--- src/rtl/frac_clk_div.sv ---
module frac_clk_div #(
  parameter int CODE_W = 6,
  parameter int STEP   = 5
) (
  input  logic              clk,
  input  logic              rst_n,
  input  logic              en,
  input  logic              cfg_wr,
  input  logic [CODE_W-1:0] cfg_code,
  output logic              div_en,
  output logic [31:0]       status
);
  localparam int ACC_W = $clog2((1 << CODE_W) + 2 * STEP);
  localparam logic [ACC_W-1:0] STEP_V = ACC_W'(STEP);

  logic [CODE_W-1:0] act_code, pend_code;
  logic              pend, stable, en_q;
  logic [ACC_W-1:0]  acc, sum, modulus;
  logic              fire, apply;

  assign modulus = ACC_W'(act_code) + STEP_V;
  assign sum     = acc + STEP_V;
  assign fire    = en && (sum >= modulus);
  assign apply   = pend && !cfg_wr && (fire || !en);

  assign status = {pend, 1'b0, stable, en_q, 28'd0};

  always_ff @(posedge clk or negedge rst_n) begin
    if (!rst_n) begin
      act_code  <= '0;
      pend_code <= '0;
      pend      <= 1'b0;
      stable    <= 1'b0;
      en_q      <= 1'b0;
      acc       <= '0;
      div_en    <= 1'b0;
    end else begin
      en_q   <= en;
      div_en <= fire;
      if (cfg_wr) begin
        pend      <= 1'b1;
        pend_code <= cfg_code;
      end else if (apply) begin
        pend <= 1'b0;
      end
      if (apply) act_code <= pend_code;
      if (!en || apply)  acc <= '0;
      else if (fire)     acc <= sum - modulus;
      else               acc <= sum;
      if (!en || cfg_wr) stable <= 1'b0;
      else if (fire)     stable <= 1'b1;
    end
  end

  AST_ACC_BELOW_MOD: assert property (@(posedge clk) disable iff (!rst_n)
    acc < modulus);
  AST_CODE0_FULL: assert property (@(posedge clk) disable iff (!rst_n)
    (en && act_code == '0 && !pend) |=> div_en);
  AST_PULSE_NEEDS_EN: assert property (@(posedge clk) disable iff (!rst_n)
    div_en |-> $past(en));
  AST_BUSY_HOLD: assert property (@(posedge clk) disable iff (!rst_n)
    (pend && en && !fire) |=> pend);
  AST_CODE_HELD: assert property (@(posedge clk) disable iff (!rst_n)
    !apply |=> $stable(act_code));
  AST_COLLIDE_DEFER: assert property (@(posedge clk) disable iff (!rst_n)
    (cfg_wr && fire) |=> (pend && div_en));
  AST_IDLE_APPLY: assert property (@(posedge clk) disable iff (!rst_n)
    (!en && pend && !cfg_wr) |=> !pend);
  AST_STABLE_NOT_BUSY: assert property (@(posedge clk) disable iff (!rst_n)
    stable |-> !pend);
  AST_STABLE_NEEDS_EN: assert property (@(posedge clk) disable iff (!rst_n)
    stable |-> en_q);
  AST_ENABLED_FOLLOWS: assert property (@(posedge clk) disable iff (!rst_n)
    status[28] == $past(en));
endmodule

--- config.mk ---
export PLATFORM = sky130hd
export DESIGN_NAME = frac_clk_div
export DESIGN_NICKNAME = d
export VERILOG_FILES = /design/src/rtl/frac_clk_div.sv
export SDC_FILE = /design/constraint.sdc
export NUM_CORES = 1
export LEC_CHECK = 0
export BUFFER_PORTS_ARGS = -buffer_cell sky130_fd_sc_hd__buf_2
export CORE_MARGIN = 2
export CORE_UTILIZATION = 52
export CTS_CLUSTER_DIAMETER = 50
export DETAILED_ROUTE_END_ITERATION = 10
export PLACE_DENSITY = 0.89
export SYNTH_ARGS = -nofsm -noshare
export SYNTH_HDL_FRONTEND = slang
export SYNTH_SLANG_ARGS = --single-unit
--- constraint.sdc ---
create_clock -name clk -period 3 [get_ports clk]
set_input_delay 0.3 -clock clk [delete_from_list [all_inputs] [get_ports clk]]
set_output_delay 0.3 -clock clk [all_outputs]
set_load 0.01 [all_outputs]
Yosys cells after proc, flatten, opt, wreduce, memory -nomap -nowiden
Index checks and enable logic that the tools add are counted.

storage, ports and cells
  flip-flop bits (word level) = 23
  output and inout bits = 33
  word-level logic and storage cells = 27

cells by class
  reductions and logical operators = 10
  order comparisons = 1
  $add $sub $neg = 3
  muxes and demuxes = 6

operator list
  kind                                                            number
  7-bit two-way mux                                               2
  6-bit by 3-bit adder with 7-bit output (second input constant)  1
  7-bit by 3-bit adder with 7-bit output (second input constant)  1
  7-bit >= comparator                                             1
  7-bit subtractor                                                1
  1-bit two-way mux                                               4
  2-bit nonzero test                                              2
  1-bit logical AND                                               3
  1-bit logical OR                                                3
  1-bit zero test                                                 2

Logic depth before layout (Yosys ltp)
  depth after elaboration = 7
  depth in mapped cells = 10
  gate-level depth less buffers = 9

Worst setup path after synthesis
No wires, ideal clock.

  path kind = register -> register
  start = register acc[0]
  end = register act_code[0]
  stages on the path, launching flop included = 9
  data arrival time = 2353 ps
  setup time = 125 ps
  required time = 2875 ps
  slack = 523 ps
  path buffers = 0
  cell sequence = dfrtp_1 -> ha_1 -> o2111ai_1 -> xnor2_1 -> ha_1 -> nand4_1 -> o31a_2 -> a21oi_4 -> mux2_2

on the way
  word-level cells in the longest chain between the ends = 5

ends and longest elaborated chain
  item                                    RTL line  RTL
  from (decl)                             18        logic [ACC_W-1:0] acc, sum, modulus;
  from (signal assigned)                  48        else if (fire) acc <= sum - modulus;
  from (signal assigned)                  49        else acc <= sum;
  7-bit by 3-bit adder with 7-bit output  22        assign sum = acc + STEP_V;
  7-bit >= comparator                     23        assign fire = en && (sum >= modulus);
  1-bit logical AND                       23
  1-bit logical OR                        24        assign apply = pend && !cfg_wr && (fire || !en);
  1-bit logical AND                       24
  to (signal assigned)                    46        if (apply) act_code <= pend_code;
  to (decl)                               16        logic [CODE_W-1:0] act_code, pend_code;

Every way passes these cells.
A chain may end at the register's enable or synchronous reset.

Final worst setup path
  start = register acc[0]
  end = register act_code[5]

The elaborated chain is that of the path after synthesis.

==> impl_metrics.csv <==
group,metric,value,unit
sta,tns,0,ns
routing,routed_wl,2740,um
routing,firstDrtPassIters,5,
sta,clock.fmax,0.346,GHz
cts,cts_tree,"yes",
logic_synthesis,synth_flop_cell,"dfrtp_1",
floorplanning,core_area,3000,um2
global_routing,grt.total_usage,16.8,%
worst_setup_path,worst_setup_path_end_kind,"register",
cts,cts-root-buf,"clkbuf_4",
logic_synthesis,synthArstFlopShare,100,%
floorplanning,num_rows,20,
logic_synthesis,synth_warnings,0,
worst_setup_path,cp_data_required_time,3.21,ns
layout,final_cell_count_no_fill,200,
floorplanning,io-pin-count,43,
layout,nNetsFinal,188,
routing,avgRoutedWirePerCell,13.7,um
logic_synthesis,synth_area_leaders,"dfrtp_1 36%, buf_4 15%, mux2_2 8.4%",
worst_setup_path,critical_path_arrival,3.09,ns
global_routing,grt_pass1_wl,4490,um
worst_setup_path,path_delay_family,"compound AO/OA/AOI/OAI gates",
placed_design,gp_congestion,0.866,
layout,area_growth,-0.699,%
logic_synthesis,synth_edf_count,0,
logic_synthesis,synth_cell_types,37,
cts,post_cts_buffers,0,
outcome,status,"finished clean",
logic_synthesis,netlist_instances,156,
sta,period_needed,2.89,ns
layout,drive_above_1_share,21.6,%
floorplanning,start_util,53.7,%
worst_setup_path,r2r-start,"acc[0]$_DFF_PN0_",
cts,clk_latency,0.31,ns
cts,clock-sinks,23,
cts,clk_path_buf_depth,2,
logic_synthesis,synth.top_cell.area_share,35.7,%
worst_setup_path,cp_max_fo,14,
flow_run,drv_cap,0,
cts,numCtsBuffers,3,
placed_design,portBuffers,13,
power,powerDensity,1260,nW/um2
routing,vias_per_cell,5.42,
worst_setup_path,critical_path_class,"reg2reg",
routing,drc,0,
logic_synthesis,syn_area,1610,um2
power,p_sw_share,48.1,%
layout,n_antenna_cell,0,
worst_setup_path,cp_slowest_cell,"o31a_2",
cts,cts_repair_resize_count,0,
power,power_frac_clock,7.1,%
worst_setup_path,cpPeakStageDelay,0.50,ns
global_routing,grt_max_degree,24,
worst_setup_path,startpoint,"acc[0]$_DFF_PN0_",
sta,worst-slew-pin-transition,0.612,ns
placed_design,dpl.cell_count,195,
logic_synthesis,yosys.area.top_type,"dfrtp_1",
global_routing,grt_overflow,0,
cts,clkTransAtPathRegs,0.13,ns
cts,htree_num_levels,1,
sta,fin_worst_skew,0.00803,ns
power,internal-power,0.00105,W
placed_design,dpl.hpwl,2220,um
worst_setup_path,cp_num_buf_inv,0,
floorplanning,die_y,59.7,um
routing,antenna_left,0,
power,peakVddDrop,0.616,mV
floorplanning,die_w,59.7,um
worst_hold_path,min_from,"cfg_code[0]",
routing,routed-via-count,1084,
worst_setup_path,critPathMostFrequentCell,"ha_1",
power,p_sw,0.000968,W
sta,max-slew-margin-rel,58.9,%
routing,drt_iter0_drc,19,
sta,final_max_slew_viol_count,0,
sta,setup_viol_count_final,0,
logic_synthesis,avgSynthCellArea,10.3,um2
power,p_leak,0.750,nW
global_routing,grt_pass1_vias,1009,
power,pwr-share-seq,24.7,%
sta,rsz0062_at_grt,"no",
global_routing,antenna_found_initial,0,
floorplanning,design.die.area,3560,um2
worst_hold_path,min_path_type,"in2reg",
worst_setup_path,cp-start-kind,"register",
sta,period_share,96.2,%
logic_synthesis,synth_seq_cells,23,
power,pwr-share-comb,68.2,%
worst_setup_path,crit_chain,"ha_1, o2111ai_1, xnor2_1, ha_1, nand4_1, o31a_2, a21oi_4, mux2_2",
sta,hold_viol,0,
logic_synthesis,ys_seq_area_share,35.7,%
-- power groups by stage --
stage                     logic (W)  registers, W  clock network, W
after global placement      0.00131      0.000490                 0
final                       0.00137      0.000497          0.000143
after global routing        0.00153      0.000505          0.000157
after CTS                   0.00136      0.000496          0.000144
after detailed placement    0.00135      0.000503                 0
after floorplan             0.00116      0.000479                 0
-- logic make-up (layout without fill, tap and decap cells) --
kind of cell | count (synthesis) | after routing | share of synthesized area [%]
buffers and inverters | 38 | 21 | 16.8
DFF | 23 | 23 | 35.7
muxes | 12 | 12 | 8.39
xor gates and xnor gates | 9 | 9 | 4.89
other | 1 | 29 | 0.233
AOI/OAI and AO/OA | 32 | 32 | 16.1
and+or+nand+nor | 31 | 31 | 9.63
adders and majority gates | 10 | 10 | 8.23
-- flip-flops by register name (all words and copies together), names as in the netlist --
register / count
acc: 7
pend: 1
div_en: 1
act_code: 6
stable: 1
en_q: 1
pend_code: 6
-- cell usage after synthesis (all sizes together) (4+ instances only) --
cell type,instances
mux2,12
nand2b,5
xor2,4
nand2,6
o21a,7
dfrtp,23
a21oi,6
o21ai,4
ha,9
nor2,7
buf,34
xnor2,5
-- stage by stage --
step                      hold WS (ns)  worst slack, ns  total power (W)  utilization, %  instance area (um2)
final                            0.211            0.113          0.00201            53.3                 1600
after global routing             0.201           0.0313          0.00219            53.3                 1600
after CTS                        0.205            0.156          0.00200            53.3                 1600
after detailed placement         0.288            0.168          0.00185            52.0                 1560
after global placement           0.290            0.234          0.00180            52.0                 1560
after floorplan                0.00441            0.523          0.00164               -                 1720
-- repair_timing --
action,4_1_cts,5_1_grt
hold buffers,1,0
endpoints found under the hold margin,23,0
endpoints found under the setup margin,0,0
-- layer usage --
metal,up-vias,GRT usage [%],share of wire (%)
li1,508,-,-
met1,536,20.4,43
met2,36,29.0,52
met3,4,1.95,3.1
met4,0,8.89,1.2
met5,-,0,0
-- cell type report --
class / count / area, um2
clock buffers: 3 / 22.5
clock inverters: 1 / 5.00
fillers: 259 / 1400
inverters: 3 / 11.3
multi-input cells: 123 / 870
flip-flops and latches: 23 / 576
well taps: 33 / 41.3
repair buffers: 14 / 75.1
-- cell usage in the layout, fill, tap and decap left out, types with 2 or more instances in the layout --
cell type and instances:
buf_2 13, xor2_1 4, a21oi_1 5, nor2_1 7, clkbuf_4 3, conb_1 29, ha_1 9, nand2b_1 5
a31o_2 2, o2111ai_1 2, nand2_1 6, nand3_1 3, inv_1 3, nor3_1 3, a211oi_1 2, nor2b_1 2
dfrtp_1 23, mux2_2 12, nand4_1 2, o21a_1 7, o41ai_2 2, xnor2_1 5, o21ai_0 4
-- final timing paths --
check | end | cells past startpoint | slack [ns]
hold / removal | pend_code[0]$_DFFE_PN0P_ | 2 | 0.21
setup reg to reg | act_code[5]$_DFFE_PN0P_ | 8 | 0.11
max in group asynchronous | acc[4]$_DFF_PN0_ | 2 | 2.18
min in group asynchronous | act_code[1]$_DFFE_PN0P_ | 2 | 0.48
hold reg to reg | act_code[0]$_DFFE_PN0P_ | 1 | 0.52
setup / recovery | act_code[5]$_DFFE_PN0P_ | 8 | 0.11
Power figures use the tool's default switching activity.
